### src/rtl/sector_hdr_judge.sv
module sector_hdr_judge #(
  parameter int          BW        = 8,
  parameter logic [7:0]  MIN_LIM   = 8'h74,
  parameter logic [7:0]  SEC_LIM   = 8'h60,
  parameter logic [7:0]  FRM_LIM   = 8'h75,
  parameter logic [7:0]  MODE_LIM  = 8'h03,
  parameter logic [7:0]  GOOD_S1   = 8'h00,
  parameter logic [7:0]  GOOD_S2   = 8'h90,
  parameter logic [7:0]  BAD_S1    = 8'hFF,
  parameter logic [7:0]  BAD_S2    = 8'hF2
) (
  input  logic          clk,
  input  logic          rst_n,
  input  logic          blk_start,
  input  logic          dec_done,
  input  logic [BW-1:0] hdr_min,
  input  logic [BW-1:0] hdr_sec,
  input  logic [BW-1:0] hdr_frm,
  input  logic [BW-1:0] hdr_mode,
  input  logic          sync_missing,
  input  logic          sync_illegal,
  input  logic [1:0]    req_bits,
  output logic          crc_ok,
  output logic          uncorr_blk,
  output logic [BW-1:0] stat1,
  output logic [BW-1:0] stat2,
  output logic          word_long
);

  localparam logic [3:0] DIGIT_LIM = 4'hA;

  function automatic logic bcd_in_range(input logic [BW-1:0] b, input logic [BW-1:0] lim);
    return (b < lim) && (b[3:0] < DIGIT_LIM);
  endfunction

  logic addr_ok, frame_ok, good, req_any;

  assign addr_ok  = bcd_in_range(hdr_min, MIN_LIM) &&
                    bcd_in_range(hdr_sec, SEC_LIM) &&
                    bcd_in_range(hdr_frm, FRM_LIM);
  assign frame_ok = (hdr_mode < MODE_LIM) && !sync_missing && !sync_illegal;
  assign good     = addr_ok && frame_ok;
  assign req_any  = |req_bits;

  always_ff @(posedge clk) begin
    if (!rst_n) begin
      crc_ok     <= 1'b0;
      uncorr_blk <= 1'b0;
      word_long  <= 1'b0;
      stat1      <= '0;
      stat2      <= '0;
    end else begin
      if (blk_start) begin
        crc_ok     <= 1'b0;
        uncorr_blk <= 1'b0;
        word_long  <= 1'b0;
      end
      if (dec_done) begin
        word_long <= 1'b1;
        if (good) begin
          if (req_any) crc_ok <= 1'b1;
          stat1 <= GOOD_S1;
          stat2 <= GOOD_S2;
        end else begin
          if (req_any) uncorr_blk <= 1'b1;
          stat1 <= BAD_S1;
          stat2 <= BAD_S2;
        end
      end
    end
  end

  AST_WL_ON_DONE: assert property (@(posedge clk) disable iff (!rst_n)
    dec_done |=> word_long);
  AST_MODE_BAD: assert property (@(posedge clk) disable iff (!rst_n)
    dec_done && (hdr_mode >= MODE_LIM) |=> (stat1 == BAD_S1) && (stat2 == BAD_S2));
  AST_SYNC_BAD: assert property (@(posedge clk) disable iff (!rst_n)
    dec_done && (sync_missing || sync_illegal) |=> (stat2 == BAD_S2));
  AST_CLEAR: assert property (@(posedge clk) disable iff (!rst_n)
    blk_start && !dec_done |=> !crc_ok && !uncorr_blk && !word_long && $stable(stat1) && $stable(stat2));
  AST_HOLD: assert property (@(posedge clk) disable iff (!rst_n)
    !blk_start && !dec_done |=> $stable(stat1) && $stable(stat2) && $stable(crc_ok) && $stable(uncorr_blk));
  AST_BOTH_NOREQ: assert property (@(posedge clk) disable iff (!rst_n)
    blk_start && dec_done && (req_bits == 2'b00) |=> !crc_ok && !uncorr_blk);
  AST_NO_DOUBLE_FRESH: assert property (@(posedge clk) disable iff (!rst_n)
    blk_start |=> !(crc_ok && uncorr_blk));

endmodule

### config.mk
export PLATFORM = sky130hd
export DESIGN_NAME = sector_hdr_judge
export DESIGN_NICKNAME = d
export VERILOG_FILES = /design/src/rtl/sector_hdr_judge.sv
export SDC_FILE = /design/constraint.sdc
export NUM_CORES = 1
export LEC_CHECK = 0
export ABC_AREA = 1
export BUFFER_PORTS_ARGS = -buffer_cell sky130_fd_sc_hd__buf_2
export CORE_MARGIN = 2
export CORE_UTILIZATION = 27
export DETAILED_ROUTE_END_ITERATION = 6
export PLACE_DENSITY = 0.79
export SLEW_MARGIN = 0
export SYNTH_ARGS = -nofsm -noshare
export SYNTH_HDL_FRONTEND = slang
export SYNTH_SLANG_ARGS = --single-unit
### constraint.sdc
create_clock -name clk -period 0.9 [get_ports clk]
set_input_delay 0.225 -clock clk [delete_from_list [all_inputs] [get_ports clk]]
set_output_delay 0.225 -clock clk [all_outputs]
set_load 0.02 [all_outputs]
=== Word-level counts from Yosys, hierarchy flattened ===
Index checks and enable logic that the tools add are counted.

* Input bits: 40
* Logic and storage cells: 36
* Bits in registers: 19

* Magnitude comparators: 7
* Multiplexer cells: 12
* Reductions and logical operators: 12

{| class="wikitable"
|+ Operator list
! operator !! number
|-
| $lt 8x7->1 const B || 3
|-
| $lt 4x4->1 const B || 3
|-
| $mux 1 || 10
|-
| $logic_and 1x1->1 || 8
|-
| $lt 8x2->1 const B || 1
|-
| $mux 8 || 1
|-
| $mux 7 || 1
|-
| $logic_not 1->1 || 2
|-
| $reduce_bool 2->1 || 1
|-
| $reduce_or 2->1 || 1
|}

=== Logic depth before layout (Yosys ltp) ===
* Word-level depth: 7
* Mapped depth: 8

=== Worst setup path after synthesis ===
OpenSTA, ideal clock, no wires.

* Path kind: flip-flop to output port
* From: register, netlist name stat1[6]
* To: output port stat1[1]
* Data arrival time: 799 ps
* Setup slack: -124 ps
* Path buffers: 1
* Cell stages (with the launch flop): 2
* Cells stage by stage: dfxtp_1 > buf_4

{| class="wikitable"
|+ RTL lines
! element !! line !! source
|-
| end: declaration || 25 || <nowiki>output logic [BW-1:0] stat1,</nowiki>
|}

==> impl_metrics.json <==
{
  "synthFlopType": "dfxtp_1",
  "yosysMostFrequentCell": "nand2_1",
  "drive_above_1_share": 0.5546,
  "grt_usage": 0.1127,
  "place_congestion": 0.6698,
  "syn_area_um2": 452.9,
  "ctsHoldBuffers": 0,
  "rsz0062_at_grt": "true",
  "overflow": 0,
  "syn_inst": 75,
  "cts_buffers": 3,
  "core_area_mm2": 0.001541,
  "synth_cell_types": 15,
  "cp-end-kind": "output pin",
  "die-area_mm2": 0.002021,
  "finalSetupViolCount": 16,
  "synth.avg_cell_area_um2": 6.039,
  "whs_path_depth": 3,
  "critPathSlowestCell": "dfxtp_4",
  "pre_cts_ws_ns": -0.1906,
  "crit_buf_inv": 1,
  "critPathTopFamily": "flip-flops",
  "insertion_delay_ns": 0.24,
  "setup_slack_ns": -0.1141,
  "arrival_ns": 0.79,
  "hpwl_um": 940.4,
  "wl_per_cell_um": 8.363,
  "synth_warnings": 0,
  "holdPathEnd": "stat2[4]",
  "cts_max_level": 1,
  "initial_utilization": 0.2938,
  "r2r_cells": 4,
  "cts.clk_slew.worst_paths_ns": 0.04,
  "path_cells": "buf_4",
  "grt_max_degree": 13,
  "tns_ns": -1.308,
  "ios": 59,
  "synth_common_cells": "nand2_1 (17), buf_4 (14), inv_1 (13), nor2_1 (11), dfxtp_1 (5)",
  "timing.rr.end": "stat1[6]",
  "p_per_area_mw_per_mm2": 1081,
  "synthTopCellsByArea": "buf_4 (23%), dfxtp_1 (22%), nand2_1 (14%)",
  "slew_viol_final": 0,
  "vias": 570,
  "worstSetupStartpointType": "register",
  "grt_pass1_vias": 497,
  "ys_seq_area_frac": 0.2210,
  "drc": 0,
  "r2r-start": "stat1[6]",
  "async_flop_share": 0,
  "drtIter0Drc": 0,
  "crit_path_max_fanout": 12,
  "synth_seq_cells": 5,
  "avgViaCountPerCell": 4.222,
  "die-width_um": 44.96,
  "final.setup_skew_ns": 0,
  "cts_setup_buffers": 0,
  "ir_drop_mv": 0.3882,
  "ant_nets": 0,
  "violations": "negative setup slack",
  "final_net_count": 160,
  "root_buffer": "clkbuf_4",
  "fmaxAchievable_mhz": 986.1,
  "max_stage_delay_ns": 0.39,
  "area_delta_synth_final_pct": 65.47,
  "grt_pass1_wl_um": 1711,
  "p_leak_nw": 0.4449,
  "io_buffers": 52,
  "finalHoldViolCount": 0,
  "cts_tree": "done",
  "period_share": 1.127,
  "antenna_found_initial": 0,
  "finalPower_uw": 810.3,
  "rrSetupSlack_ns": 0.18,
  "num_rows": 14,
  "synth_area_leader_cell": "buf_4",
  "hp-start": "dec_done",
  "dr.pass1.iters": 1,
  "worst_hold_slack_ns": 0.2243,
  "diodes": 0,
  "status": "finished, violations left",
  "drv_cap": 0,
  "critical_path_class": "register to output pin",
  "synth_edf_count": 0,
  "hp-class": "input pin to register",
  "period_needed_ns": 1.014,
  "crit_required_ns": 0.67,
  "wirelength_um": 1129,
  "die_h_um": 44.96,
  "clk_path_buf_depth": 2,
  "cts_sinks": 5,
  "synth_top_area_frac": 0.2320
}
[what timing repair did]
item / CTS / global route
gates resized for setup: 26 / 6
hold endpoints to repair: 0 / 0
setup endpoints to repair: 16 / 18
pin swaps: 0 / 2
[metal layers]
metal / wire (um) / share of wire / global-route usage
met1: 390 / 0.35 / 0.1144
met2: 600 / 0.53 / 0.2143
met4: 0 / 0 / 0.07059
met5: 0 / 0 / 0
met3: 137 / 0.12 / 0.01200
[kinds of logic (layout without fill, tap and decap cells)]
| logic type | count (synthesis) | after routing | synth area share |
|---|---|---|---|
| AOI/OAI and AO/OA | 9 | 9 | 0.1326 |
| buffers and inverters | 27 | 69 | 0.3398 |
| DFF | 5 | 5 | 0.2210 |
| other | 1 | 3 | 0.008279 |
| and+or+nand+nor | 33 | 33 | 0.2984 |
[registers in the layout (all words and copies together), names as in the netlist]
name        count
crc_ok          1
stat1           1
uncorr_blk      1
word_long       1
stat2           1
[worst reg2reg max path: stages, from the launching register on]
cell and delay [ns]:
dfxtp_4 0.39, nor2_1 0.05, nor2_1 0.11, o21ai_2 0.06, inv_1 0.04
[where the power goes]
part / leakage (nW) / switching, mW / internal (mW)
sequential: 0.0432 / 0.0158 / 0.236
combinational: 0.387 / 0.149 / 0.150
clock: 0.0150 / 0.0923 / 0.168
[cell type report]
| class | count | area [um^2] |
|---|---|---|
| fillers | 163 | 792.0 |
| flip-flops and latches | 5 | 108.9 |
| clock buffers | 4 | 26.28 |
| repair buffers | 52 | 331.6 |
| well taps | 16 | 20.02 |
| multi-input cells | 45 | 214.0 |
| inverters | 13 | 48.80 |
[how the worst max path moves through the flow]
| stage | startpoint | endpoint | slack (ns) | cells after the start |
|---|---|---|---|---|
| final | stat1[6] | stat1[3] | -0.11 | 1 |
| after global routing | stat1[6] | stat1[2] | -0.16 | 1 |
| after CTS | stat1[6] | stat2[5] | -0.13 | 1 |
| after detailed placement | hdr_sec[7] | stat1[6] | -0.19 | 9 |
| after global placement | hdr_sec[7] | stat1[6] | -0.17 | 9 |
| after floorplan | hdr_sec[7] | stat1[6] | -0.008 | 8 |
[cells in the final DEF (no fill, tap or decap)]
| master | n |
|---|---|
| buf_6 | 7 |
| a21oi_4 | 1 |
| nand3_1 | 2 |
| dfxtp_2 | 4 |
| o21ai_1 | 4 |
| clkbuf_4 | 3 |
| nor2_1 | 9 |
| buf_4 | 11 |
| conb_1 | 3 |
| a21oi_1 | 3 |
| dfxtp_4 | 1 |
| clkbuf_1 | 1 |
| nand3b_1 | 1 |
| nand2_2 | 1 |
| and3_1 | 1 |
| nand2_1 | 16 |
| nor2_2 | 3 |
| inv_1 | 13 |
| buf_2 | 34 |
| o21ai_2 | 1 |
[per-stage QoR]
stage,instances,instance area (um^2),utilization
finish,135,749.5,0.4862
global route,135,749.5,0.4862
CTS,135,729.5,0.4732
detailed placement,131,636.9,0.4131
global placement,131,636.9,0.4131
floorplan,77,461.7,-
No activity file was read; power rests on OpenSTA's default activity.
